`src/rtl/pf_pkg.sv`:
```
package pf_pkg;

  localparam int PIX_COORD_W = 7;
  localparam int PIX_BYTE_W  = 8;
  localparam int CH_W        = 2;
  localparam int COLOUR_W    = 3 * CH_W;
  localparam int ADDR_W      = 2 * PIX_COORD_W;

  typedef struct packed {
    logic [CH_W-1:0] r;
    logic [CH_W-1:0] g;
    logic [CH_W-1:0] b;
  } rgb_t;

  localparam rgb_t RGB_BLACK = '{r: '0, g: '0, b: '0};

  // Row index occupies the upper half of the address, column the lower.
  function automatic logic [ADDR_W-1:0] join_addr(
    input logic [PIX_COORD_W-1:0] row,
    input logic [PIX_COORD_W-1:0] col
  );
    return {row, col};
  endfunction

  // Colour bits of a stored byte: red high, then green, then blue low.
  function automatic rgb_t unpack_rgb(input logic [COLOUR_W-1:0] bits);
    rgb_t c;
    c.r = bits[3*CH_W-1 -: CH_W];
    c.g = bits[2*CH_W-1 -: CH_W];
    c.b = bits[CH_W-1   -: CH_W];
    return c;
  endfunction

endpackage

```
`src/rtl/pf_coord_map.sv`:
```
module pf_coord_map
  import pf_pkg::*;
#(
  parameter int CNT_W = 9,
  parameter int SHIFT = 1
) (
  input  logic [CNT_W-1:0]       count,
  output logic [PIX_COORD_W-1:0] index
);

  localparam int STRETCH = 1 << SHIFT;

  logic [CNT_W-1:0] scaled;

  // Each stored pixel covers STRETCH consecutive counts.
  assign scaled = count >> SHIFT;

  generate
    if (CNT_W > PIX_COORD_W) begin : g_trim
      logic unused_hi;
      assign unused_hi = ^scaled[CNT_W-1:PIX_COORD_W];
      assign index     = scaled[PIX_COORD_W-1:0];
    end else begin : g_pad
      assign index = PIX_COORD_W'(scaled);
    end
  endgenerate

endmodule

```
`src/rtl/pf_addr_stage.sv`:
```
module pf_addr_stage
  import pf_pkg::*;
(
  input  logic                   clk,
  input  logic                   rst_n,
  input  logic [PIX_COORD_W-1:0] col_idx,
  input  logic [PIX_COORD_W-1:0] row_idx,
  input  logic                   de_now,
  output logic [ADDR_W-1:0]      addr_q,
  output logic                   de_q
);

  logic [ADDR_W-1:0] addr_next;

  assign addr_next = join_addr(row_idx, col_idx);

  always_ff @(posedge clk) begin
    if (!rst_n) begin
      addr_q <= '0;
      de_q   <= 1'b0;
    end else begin
      addr_q <= addr_next;
      de_q   <= de_now;
    end
  end

endmodule

```
`src/rtl/pf_colour_stage.sv`:
```
module pf_colour_stage
  import pf_pkg::*;
(
  input  logic                  clk,
  input  logic                  rst_n,
  input  logic                  de_q,
  input  logic [PIX_BYTE_W-1:0] rdata,
  output rgb_t                  rgb_q
);

  logic [COLOUR_W-1:0] colour_bits;
  logic                unused_pad;
  rgb_t                rgb_next;

  assign colour_bits = rdata[COLOUR_W-1:0];
  assign unused_pad  = ^rdata[PIX_BYTE_W-1:COLOUR_W];

  // Blanking wins over any data the memory bus may carry.
  assign rgb_next = de_q ? unpack_rgb(colour_bits) : RGB_BLACK;

  always_ff @(posedge clk) begin
    if (!rst_n) rgb_q <= RGB_BLACK;
    else        rgb_q <= rgb_next;
  end

endmodule

```
`src/rtl/lowres_pixel_fetch.sv`:
```
module lowres_pixel_fetch
  import pf_pkg::*;
#(
  parameter int H_CNT_W = 9,
  parameter int V_CNT_W = 10,
  parameter int H_SHIFT = 1,
  parameter int V_SHIFT = 3
) (
  input  logic                   clk,
  input  logic                   rst_n,
  input  logic [H_CNT_W-1:0]     h_count,
  input  logic [V_CNT_W-1:0]     v_count,
  input  logic                   h_active,
  input  logic                   v_active,
  input  logic [PIX_BYTE_W-1:0]  mem_rdata,
  output logic [ADDR_W-1:0]      mem_addr,
  output logic                   mem_oe,
  output logic [CH_W-1:0]        red,
  output logic [CH_W-1:0]        green,
  output logic [CH_W-1:0]        blue
);

  logic [PIX_COORD_W-1:0] col_idx;
  logic [PIX_COORD_W-1:0] row_idx;
  logic                   de_now;
  logic                   de_q;
  rgb_t                   rgb_q;

  assign de_now = h_active & v_active;

  pf_coord_map #(.CNT_W(H_CNT_W), .SHIFT(H_SHIFT)) u_col (
    .count (h_count),
    .index (col_idx)
  );

  pf_coord_map #(.CNT_W(V_CNT_W), .SHIFT(V_SHIFT)) u_row (
    .count (v_count),
    .index (row_idx)
  );

  pf_addr_stage u_addr (
    .clk     (clk),
    .rst_n   (rst_n),
    .col_idx (col_idx),
    .row_idx (row_idx),
    .de_now  (de_now),
    .addr_q  (mem_addr),
    .de_q    (de_q)
  );

  pf_colour_stage u_colour (
    .clk   (clk),
    .rst_n (rst_n),
    .de_q  (de_q),
    .rdata (mem_rdata),
    .rgb_q (rgb_q)
  );

  assign mem_oe = de_q;
  assign red    = rgb_q.r;
  assign green  = rgb_q.g;
  assign blue   = rgb_q.b;

endmodule

```
`config.mk`:
```
export PLATFORM = sky130hd
export DESIGN_NAME = lowres_pixel_fetch
export DESIGN_NICKNAME = d
export VERILOG_FILES = /design/src/rtl/pf_pkg.sv /design/src/rtl/pf_coord_map.sv /design/src/rtl/pf_addr_stage.sv /design/src/rtl/pf_colour_stage.sv /design/src/rtl/lowres_pixel_fetch.sv
export SDC_FILE = /design/constraint.sdc
export NUM_CORES = 1
export LEC_CHECK = 0
export ABC_AREA = 1
export BUFFER_PORTS_ARGS = -buffer_cell sky130_fd_sc_hd__clkbuf_2
export CAP_MARGIN = 20
export CORE_MARGIN = 2
export CORE_UTILIZATION = 38
export CTS_CLUSTER_DIAMETER = 40
export DETAILED_ROUTE_END_ITERATION = 8
export GPL_TIMING_DRIVEN = 0
export HOLD_SLACK_MARGIN = 0.05
export PLACE_DENSITY = 0.76
export SLEW_MARGIN = 20
export SYNTH_ARGS = -nofsm -noshare
export SYNTH_HDL_FRONTEND = slang
export SYNTH_HIERARCHICAL = 1
export SYNTH_SLANG_ARGS = --single-unit
```
`constraint.sdc`:
```
create_clock -name clk -period 0.8 [get_ports clk]
set_input_delay 0.08 -clock clk [delete_from_list [all_inputs] [get_ports clk]]
set_output_delay 0.08 -clock clk [all_outputs]
set_load 0.01 [all_outputs]
```
== After elaboration in Yosys (flattened, before gate mapping) ==
Cells that the tools add are included.

* Bitwise logic cells: 1
* Reductions and logical operators: 1

{| class="wikitable"
|+ Operators with widths
! kind !! count
|-
| $reduce_and 2->1 || 1
|-
| $and 1x1->1 || 1
|}

* Register bits: 21

== Longest topological paths before layout ==
Gate-level depths: netlist of run 1.

* Depth in word-level cells: 1
* Depth in mapped cells: 4
* Depth with buffers taken out: 4

== Cells and area by module ==
The synthesis of run 1 kept the hierarchy.

{| class="wikitable"
|+ By module, submodules not included
! module !! instances !! cells an instance !! area an instance (sq um) !! sequential area each (sq um)
|-
| pf_addr_stage || 1 || 46 || 424.2 || 300.3
|-
| pf_colour_stage || 1 || 19 || 171.4 || 120.1
|-
| pf_coord_map || 2 || 7 || 52.6 || 0.0
|-
| lowres_pixel_fetch || 1 || 2 || 7.5 || 0.0
|}

== Worst setup path after synthesis of run 1 ==
No wires, ideal clock.

* Path kind: register to register
* From: register u_addr.de_q
* To: register u_colour/rgb_q[0] (netlist name)
* Data arrival time: 0.537 ns
* Data required time: 0.735 ns
* Path slack: 0.199 ns
* Cell stages (with the launch flop): 3
* Buffers on the path: 0
* Period minus slack after synthesis: 0.601 ns
* Path through: dfxtp_1 nand2_2 nor2_1

* Word-level cells in the longest chain between the ends: 1

{| class="wikitable"
|+ RTL lines
! item !! RTL line !! source
|-
| start, declared || pf_addr_stage.sv:10 || <nowiki>output logic de_q</nowiki>
|-
| start signal, assigned || pf_addr_stage.sv:23 || <nowiki>de_q <= de_now;</nowiki>
|-
| $reduce_and 2->1 (no line) || -- ||
|}

No other way between the ends.
A chain may end at the register's enable or synchronous reset.

== Worst setup path after layout of run 1 ==
* From: register u_colour/rgb_q[3] (netlist name)
* To: output port green[1]

{| class="wikitable"
|+ RTL lines
! item !! RTL line !! source
|-
| end, declared || lowres_pixel_fetch.sv:19 || <nowiki>output logic [CH_W-1:0] green,</nowiki>
|}

No word-level cell between the ends.

==> flow_metrics.py, run 1 <==
metrics = {
    "outcome": {
        "outcome": "complete, but fails checks",
        "violations": "setup timing",
    },
    "setup_path": {
        "reg2reg_slack_ns": 0.09,
        "slowest_stage": "dfxtp_1",
        "crit_fanout": 1,
        "crit_path_start_kind": "flop",
        "crit_family": "flip-flops",
        "worstSetupEndpointType": "output pin",
        "crit_buf_inv": 1,
        "arrival_ns": 0.75,
        "cp_cell_sequence": "buf_2",
        "path_class": "reg -> out",
        "cp.required_ns": 0.72,
        "critPathMaxStageDelay_ns": 0.33,
    },
    "logic_synthesis": {
        "synth_compound_area_frac": 0,
        "synthArstFlopShare": 0,
        "synth_nets": 112,
        "synth_mux_area_frac": 0,
        "synth_simple_gate_area_share": 0.1254,
        "yosysTopAreaCell": "dfxtp_1",
        "synth_top_family_by_area": "buffers and inverters",
        "synth_xor_area_frac": 0,
        "synth-edff-count": 0,
        "synthAdderAreaFrac": 0,
        "synth_area_um2": 708.2,
        "yosysSeqAreaShare": 0.5936,
        "yosys_warnings": 6,
        "synth_most_common_cell": "inv_1",
        "syn_area_per_cell_um2": 8.743,
        "ys.flop_type": "dfxtp_1",
        "synth-seq-cells": 21,
        "synth_top_cells_by_count": "inv_1, dfxtp_1, nand2_1",
        "yosys-top-cells-area": "dfxtp_1, buf_4, inv_1, nand2_1, nor2_1",
        "synth_top_area_frac": 0.5936,
        "syn_inst": 81,
        "synth.distinct_cells": 7,
    },
    "global_routing": {
        "grt_overflow_total": 0,
        "grt_pass1_vias": 566,
        "antenna_found_initial": 0,
        "grt_pass1_wl_mm": 2.007,
        "grt_max_degree": 13,
        "track_usage": 0.1340,
    },
    "layout": {
        "fin_util": 0.7061,
        "antennaDiodeCount": 0,
        "drive_above_1_share": 0.4672,
        "final_nets": 169,
        "final_area_mm2": 0.001232,
        "areaGrowthSynthToFinish_pct": 74.03,
        "n_fill_cell": 135,
    },
    "flow_run": {
        "max_cap_violations": 0,
    },
    "cts": {
        "cts_tree": "yes",
        "cts_made_buffers": 3,
        "clockBufferDepth": 2,
        "clkLatencyLatePin_ns": 0.29,
        "cts-root-buf": "clkbuf_4",
        "clk_pin_slew_worst_paths_ns": 0.11,
        "cts_num_sinks": 21,
        "cts-htree-levels": 1,
    },
    "pwr": {
        "power.sequential.fraction": 0.582,
        "comb_power_share": 0.165,
        "power_density_mw_per_mm2": 1549,
        "intPower_mw": 1.487,
        "switchingPower_mw": 0.4216,
        "ir_worst_vdd_mv": 0.9595,
        "clkPwrFrac": 0.253,
        "p_leak_nw": 0.7257,
        "p_sw_frac": 0.2209,
    },
    "timing": {
        "finalCriticalPeriod_ns": 0.8329,
        "fin_crit_sh": 1.041,
        "worst_slack_ns": -0.03293,
        "setup_viol": 21,
        "finalHoldViolCount": 0,
        "worst_pin_slew_ns": 0.1583,
        "fin_worst_skew_ns": 0.008137,
        "max_freq_mhz": 1201,
        "rsz0062_at_grt": "yes",
        "relSlewSlack": 0.8945,
        "slew_viol_final": 0,
    },
    "detailed_routing": {
        "routed_wl_mm": 1.586,
        "ant_nets": 0,
        "drc": 0,
        "vias": 620,
        "wl_per_cell_um": 9.790,
        "drtIter0Drc": 2,
        "avgViaCountPerCell": 3.827,
        "dr.pass1.iters": 2,
    },
    "die": {
        "rows": 15,
        "fp.coreArea_mm2": 0.001745,
        "ioPinCount": 52,
        "die_y_um": 47.17,
        "fp.dieW_um": 47.17,
        "initial_core_util": 0.4057,
        "die-area_mm2": 0.002225,
    },
    "placement": {
        "port_buffers": 30,
        "place_congestion": 0.6177,
        "place_area_um2": 889.6,
        "dpl.hpwl_um": 893.5,
    },
    "hold_path": {
        "hp-class": "in -> reg",
    },
}
layout by cell type (no fill, tap or decap), types with 6 or more instances in the layout:
master	instances
dlygate4sd3_1	21
inv_1	22
buf_2	8
nor2_1	6
dfxtp_1	8
buf_6	14
dfxtp_2	13
nand2_1	16
buf_4	15
clkbuf_2	9
area by class of cell:
cell class,count,area [µm²],share of cell area
Timing Repair Buffer,52,449.2,0.3645
Sequential cell,21,436.7,0.3543
Buffer,15,116.4,0.09442
Multi-Input combinational cell,23,88.84,0.07208
Inverter,22,82.58,0.06701
Tap cell,25,31.28,0.02538
Clock buffer,3,22.52,0.01827
Clock inverter,1,5.005,0.004061
per-stage QoR:
stage | setup TNS [ns] | hold slack (ns) | setup slack [ns] | power, mW | std cells
2_1_floorplan | 0 | 0.1735 | 0.1986 | 1.244 | 81
4_1_cts | -0.7583 | 0.05669 | -0.05095 | 1.887 | 161
5_1_grt | -1.279 | 0.05477 | -0.07699 | 2.029 | 162
3_3_place_gp | 0 | 0.2571 | 0.2103 | 1.316 | 136
3_5_place_dp | 0 | 0.2627 | 0.1899 | 1.322 | 136
6_report | -0.3128 | 0.07503 | -0.03293 | 1.908 | 162
sequential cells by signal, indices dropped and copies added, names as in the netlist:
signal          cells
u_colour/rgb_q      6
u_addr/addr_q      14
u_addr/de_q         1
power by group through the flow:
stage          clock network (mW)  registers (mW)  logic, mW
2_1_floorplan                   0            1.15     0.0946
3_3_place_gp                    0            1.12      0.192
3_5_place_dp                    0            1.13      0.196
4_1_cts                     0.509            1.10      0.276
5_1_grt                     0.569            1.12      0.345
6_report                    0.483            1.11      0.315
final timing paths:
| kind | cells past startpoint | from | endpoint |
|---|---|---|---|
| setup / recovery | 1 | u_colour/rgb_q[3]$_SDFF_PN0_ | green[1] |
| hold / removal | 5 | v_active | u_addr/de_q$_SDFF_PN0_ |
| setup reg to reg | 3 | u_addr/de_q$_SDFF_PN0_ | u_colour/rgb_q[1]$_SDFF_PN0_ |
| hold reg to reg | 3 | u_addr/de_q$_SDFF_PN0_ | u_colour/rgb_q[2]$_SDFF_PN0_ |
worst min-delay path, cell delays in order:
cell	delay, ns
clkbuf_2	0.08
nand2_1	0.05
inv_1	0.03
nand2_1	0.05
inv_1	0.04
timing repair:
item | in CTS | in global routing
hold buffers | 20 | 1
endpoints found under the setup margin | 21 | 21
resized for setup | 1 | 46
buffers inserted | 1 | 0
hold endpoints to repair | 20 | 1
routing by layer:
layer  wire [µm]  GRT usage  up-vias
met5           0          0        -
met4          19    0.08333        0
met3          99    0.02692        2
met2         970     0.2767       27
met1         497     0.1114      272
li1            -          -      319
kinds of logic after synthesis:
kind of cell / count (synthesis)
flip-flops: 21
buffers and inverters: 37
AND/OR/NAND/NOR: 23
Note: power is estimated with default switching activity, not from simulation.
==> run 2: changes to the inputs <==
--- a/config.mk
+++ b/config.mk
@@ -8,7 +8,6 @@
 export ABC_AREA = 1
 export BUFFER_PORTS_ARGS = -buffer_cell sky130_fd_sc_hd__clkbuf_2
 export CAP_MARGIN = 20
-export CORE_MARGIN = 2
 export CORE_UTILIZATION = 38
 export CTS_CLUSTER_DIAMETER = 40
 export DETAILED_ROUTE_END_ITERATION = 8
==> flow_metrics.py, run 2 (synthesis results as in run 1) <==
metrics = {
    "timing": {
        "finalCriticalPeriod_ns": 0.8255,
        "relSlewSlack": 0.8978,
        "fin_worst_skew_ns": 0.0003151,
        "finalHoldViolCount": 0,
        "setup_viol": 19,
        "max_freq_mhz": 1211,
        "slew_viol_final": 0,
        "setup_tns_ns": -0.1958,
        "rsz0062_at_grt": "yes",
        "worst_pin_slew_ns": 0.1533,
        "fin_crit_sh": 1.032,
        "worst_slack_ns": -0.02550,
    },
    "detailed_routing": {
        "wl_per_cell_um": 8.638,
        "drtIter0Drc": 5,
        "dr.pass1.iters": 3,
        "wl_met2_um": 867,
        "drt-met1-wl_um": 487,
        "routed.top_layer": "met4",
        "routed_wl_mm": 1.408,
        "vias": 607,
        "met3_length_um": 34,
        "drc": 0,
        "avgViaCountPerCell": 3.724,
        "ant_nets": 0,
    },
    "layout": {
        "largest_reg_flops": 14,
        "antennaDiodeCount": 0,
        "areaGrowthSynthToFinish_pct": 73.32,
        "n_fill_cell": 140,
        "regMostFlops": "u_addr/addr_q",
        "final_cell_mix": "inv_1, dlygate4sd3_1, nand2_1",
        "stdcell_count": 163,
        "drive_above_1_share": 0.4493,
        "fin_util": 0.7032,
        "top_regs": "u_addr/addr_q (14), u_colour/rgb_q (6), u_addr/de_q (1)",
        "final_nets": 170,
    },
    "pwr": {
        "p_leak_nw": 0.7275,
        "comb_power_share": 0.166,
        "intPower_mw": 1.488,
        "ir_worst_vdd_mv": 1.099,
        "clkPwrFrac": 0.249,
        "power.sequential.fraction": 0.585,
        "power_density_mw_per_mm2": 1545,
        "switchingPower_mw": 0.4094,
        "p_sw_frac": 0.2158,
    },
    "die": {
        "fp.dieW_um": 45.17,
        "initial_core_util": 0.4057,
        "die-area_mm2": 0.002040,
        "fp.coreArea_mm2": 0.001745,
        "ioPinCount": 52,
        "die_y_um": 45.17,
        "rows": 15,
    },
    "cts": {
        "cts-htree-levels": 1,
        "clkLatencyLatePin_ns": 0.29,
        "clk_pin_slew_worst_paths_ns": 0.11,
        "cts_tree": "yes",
        "clockBufferDepth": 2,
        "cts-root-buf": "clkbuf_4",
        "cts_made_buffers": 3,
        "cts_num_sinks": 21,
    },
    "flow_run": {
        "max_cap_violations": 0,
    },
    "setup_path": {
        "worst-path-stages": 1,
        "crit_fanout": 2,
        "reg2reg_slack_ns": 0.06,
        "path_class": "reg -> out",
        "slowest_stage": "dfxtp_2",
        "cp.required_ns": 0.72,
        "critPathMaxStageDelay_ns": 0.34,
        "reg2reg_depth": 3,
        "worstSetupEndpointType": "output pin",
        "regToRegEndpoint": "u_colour/rgb_q[4]$_SDFF_PN0_",
        "crit_path_start_kind": "flop",
        "crit_family": "flip-flops",
        "cp_cell_sequence": "buf_6",
        "arrival_ns": 0.75,
        "endpoint": "mem_oe",
        "reg2reg_from": "u_addr/de_q$_SDFF_PN0_",
        "crit_buf_inv": 1,
        "crit_start": "u_addr/de_q$_SDFF_PN0_",
    },
    "placement": {
        "port_buffers": 30,
        "place_ws_ns": 0.1941,
        "place_congestion": 0.6239,
        "dpl.hpwl_um": 849.4,
        "dp_cells": 136,
    },
    "global_routing": {
        "grt_pass1_wl_mm": 1.945,
        "grt_overflow_total": 0,
        "antenna_found_initial": 0,
        "track_usage": 0.1390,
        "grt_max_degree": 13,
        "grt_pass1_vias": 534,
    },
    "hold_path": {
        "hp-class": "in -> reg",
    },
    "outcome": {
        "violations": "setup timing",
        "outcome": "complete, but fails checks",
    },
}
run 2: worst min path at each step:
stage | endpoint | slack (ns) | startpoint | depth (start not counted)
after global routing | u_addr/addr_q[0]$_SDFF_PN0_ | 0.06 | rst_n | 3
after CTS | u_addr/addr_q[0]$_SDFF_PN0_ | 0.05 | rst_n | 3
after floorplan | u_addr/addr_q[0]$_SDFF_PN0_ | 0.17 | rst_n | 2
after detailed placement | u_addr/addr_q[9]$_SDFF_PN0_ | 0.26 | v_count[5] | 3
final | u_addr/addr_q[0]$_SDFF_PN0_ | 0.07 | rst_n | 3
after global placement | u_addr/addr_q[12]$_SDFF_PN0_ | 0.26 | v_count[8] | 3
run 2: timing repair:
action / in CTS / in global routing
hold endpoints to repair: 21 / 0
resized for setup: 4 / 39
buffers inserted: 1 / 0
cloned: 0 / 0
hold buffers: 22 / 0
endpoints found under the setup margin: 21 / 21
run 2: metrics by stage:
stage	hold slack (ns)	area [µm²]	power (mW)
6_report	0.06971	1227	1.897
5_1_grt	0.06085	1227	1.996
4_1_cts	0.05035	1150	1.904
3_5_place_dp	0.2637	889.6	1.322
3_3_place_gp	0.2554	889.6	1.317
2_1_floorplan	0.1735	708.2	1.244
run 2: layout make-up:
cell class | count | area (µm²) | area share
plain buffers | 15 | 116.4 | 0.09480
clock buffers | 3 | 22.52 | 0.01835
clock inverters | 1 | 5.005 | 0.004077
inverters | 22 | 82.58 | 0.06728
multi-input cells | 23 | 88.84 | 0.07237
flip-flops and latches | 21 | 434.2 | 0.3537
well taps | 25 | 31.28 | 0.02548
repair buffers | 53 | 446.7 | 0.3639
run 2: power groups by stage:
stage	clock, mW	combinational (mW)	sequential (mW)
4_1_cts	0.515	0.285	1.10
3_5_place_dp	0	0.196	1.13
2_1_floorplan	0	0.0946	1.15
6_report	0.473	0.314	1.11
3_3_place_gp	0	0.193	1.12
5_1_grt	0.540	0.341	1.11
run 2: per-layer routing:
| metal | up-vias | global-route usage |
|---|---|---|
| met5 | - | 0 |
| met4 | 0 | 0.1030 |
| met3 | 2 | 0.01600 |
| met2 | 21 | 0.2870 |
| met1 | 265 | 0.1153 |
| li1 | 319 | - |
==> run 3: changes to the inputs <==
--- a/config.mk
+++ b/config.mk
@@ -6,7 +6,7 @@
 export NUM_CORES = 1
 export LEC_CHECK = 0
 export ABC_AREA = 1
-export BUFFER_PORTS_ARGS = -buffer_cell sky130_fd_sc_hd__clkbuf_2
+export BUFFER_PORTS_ARGS = -buffer_cell sky130_fd_sc_hd__buf_2
 export CAP_MARGIN = 20
 export CORE_UTILIZATION = 38
 export CTS_CLUSTER_DIAMETER = 40
==> flow_metrics.py, run 3 (synthesis results as in run 1) <==
metrics = {
    "pwr": {
        "total_power_mw": 1.867,
        "ir_worst_vdd_mv": 1.130,
        "power_density_mw_per_mm2": 1598,
        "p_leak_nw": 0.7136,
    },
    "flow_run": {
        "max_cap_violations": 0,
    },
    "timing": {
        "setup_viol": 11,
        "relSlewSlack": 0.9171,
        "slew_viol_final": 0,
        "worst_pin_slew_ns": 0.1243,
        "max_freq_mhz": 1224,
        "finalCriticalPeriod_ns": 0.8172,
        "rsz0062_at_grt": "yes",
        "worst_slack_ns": -0.01725,
        "fin_worst_skew_ns": 0.001034,
        "fin_crit_sh": 1.022,
        "finalHoldViolCount": 0,
    },
    "cts": {
        "cts_num_sinks": 21,
        "clockBufferDepth": 2,
        "cts_made_buffers": 3,
        "clkLatencyLatePin_ns": 0.28,
        "cts-root-buf": "clkbuf_4",
        "cts-htree-levels": 1,
        "clk_pin_slew_worst_paths_ns": 0.10,
        "cts_tree": "yes",
    },
    "setup_path": {
        "reg2reg_depth": 3,
        "critPathMaxStageDelay_ns": 0.34,
        "arrival_ns": 0.74,
        "slowest_stage": "dfxtp_2",
        "worst-path-stages": 1,
        "worstSetupEndpointType": "output pin",
        "crit_family": "flip-flops",
        "crit_buf_inv": 1,
        "crit_fanout": 2,
        "cp.required_ns": 0.72,
        "crit_path_start_kind": "flop",
        "path_class": "reg -> out",
        "cp_cell_sequence": "buf_6",
    },
    "placement": {
        "place_area_um2": 889.6,
        "place_ws_ns": 0.2154,
        "port_buffers": 30,
        "place_congestion": 0.6234,
        "dpl.hpwl_um": 804,
        "dp_cells": 136,
    },
    "die": {
        "ioPinCount": 52,
        "fp.coreArea_mm2": 0.001745,
        "rows": 15,
        "die_y_um": 45.17,
        "fp.dieW_um": 45.17,
        "die-area_mm2": 0.002040,
        "initial_core_util": 0.4057,
    },
    "layout": {
        "final_area_mm2": 0.001169,
        "areaGrowthSynthToFinish_pct": 65.02,
        "antennaDiodeCount": 0,
        "regMostFlops": "u_addr/addr_q",
        "layout_commonest_cell": "buf_2",
        "final_nets": 171,
        "stdcell_count": 164,
        "largest_reg_flops": 14,
        "fin_util": 0.6695,
        "top_regs": "u_addr/addr_q (14), u_colour/rgb_q (6), u_addr/de_q (1)",
        "final_cell_mix": "buf_2, dlygate4sd3_1, inv_1",
        "drive_above_1_share": 0.3741,
        "n_fill_cell": 159,
    },
    "detailed_routing": {
        "drtIter0Drc": 3,
        "routed_wl_mm": 1.370,
        "ant_nets": 0,
        "dr.pass1.iters": 3,
        "drc": 0,
        "wl_per_cell_um": 8.354,
        "avgViaCountPerCell": 3.726,
        "vias": 611,
    },
    "global_routing": {
        "track_usage": 0.1237,
        "grt_max_degree": 12,
        "antenna_found_initial": 0,
        "grt_pass1_wl_mm": 1.759,
        "grt_overflow_total": 0,
        "grt_pass1_vias": 481,
    },
    "hold_path": {
        "min_path_cells": 3,
        "hp-class": "in -> reg",
    },
    "outcome": {
        "violations": "setup timing",
        "outcome": "complete, but fails checks",
    },
}
## run 3: cell count changes in the layout (fill, tap and decap cells not counted)
cell and change:
dlygate4sd3_1 +1, buf_6 -9, clkinv_2 -1, clkbuf_2 -9
clkbuf_1 +1, dfxtp_1 +9, dfxtp_2 -9, buf_2 +18
## run 3: final cells by class
class,instances,area [µm²],area share
flip-flops and latches,21,422.9,0.3619
inverters,22,82.58,0.07066
clock buffers,4,26.28,0.02248
well taps,25,31.28,0.02677
multi-input cells,23,88.84,0.07602
repair buffers,54,400.4,0.3426
plain buffers,15,116.4,0.09957
## run 3: metrics by stage
stage,TNS [ns],hold WS [ns]
after global routing,-1.024,0.05145
after CTS,-0.4610,0.05169
final,-0.08479,0.05740
after floorplan,0,0.1735
after global placement,0,0.2553
after detailed placement,0,0.2641
## run 3: power breakdown
group / internal, mW / switching, mW / total (mW)
sequential: 1.09 / 0.0106 / 1.10
clock: 0.193 / 0.278 / 0.471
combinational: 0.189 / 0.107 / 0.295
total: 1.47 / 0.395 / 1.87
## run 3: final timing paths
kind / start / endpoint / slack (ns)
min reg2reg: u_addr/de_q$_SDFF_PN0_ / u_colour/rgb_q[4]$_SDFF_PN0_ / 0.64
min: rst_n / u_addr/addr_q[13]$_SDFF_PN0_ / 0.06
max: u_addr/de_q$_SDFF_PN0_ / mem_oe / -0.02
max reg2reg: u_addr/de_q$_SDFF_PN0_ / u_colour/rgb_q[3]$_SDFF_PN0_ / 0.09
## run 3: what timing repair did
action | in CTS | in global routing
cloned | 0 | 0
hold buffers | 22 | 1
endpoints found under the hold margin | 21 | 2
endpoints found under the setup margin | 21 | 21
gates resized for setup | 2 | 2
setup buffers | 1 | 0
## run 3: routing by layer
metal / vias up / share of wire / GRT usage
met5: - / 0 / 0
met3: 4 / 0.042 / 0.01200
met4: 0 / 0.028 / 0.1091
met1: 261 / 0.35 / 0.1022
li1: 323 / - / -
met2: 23 / 0.58 / 0.2493
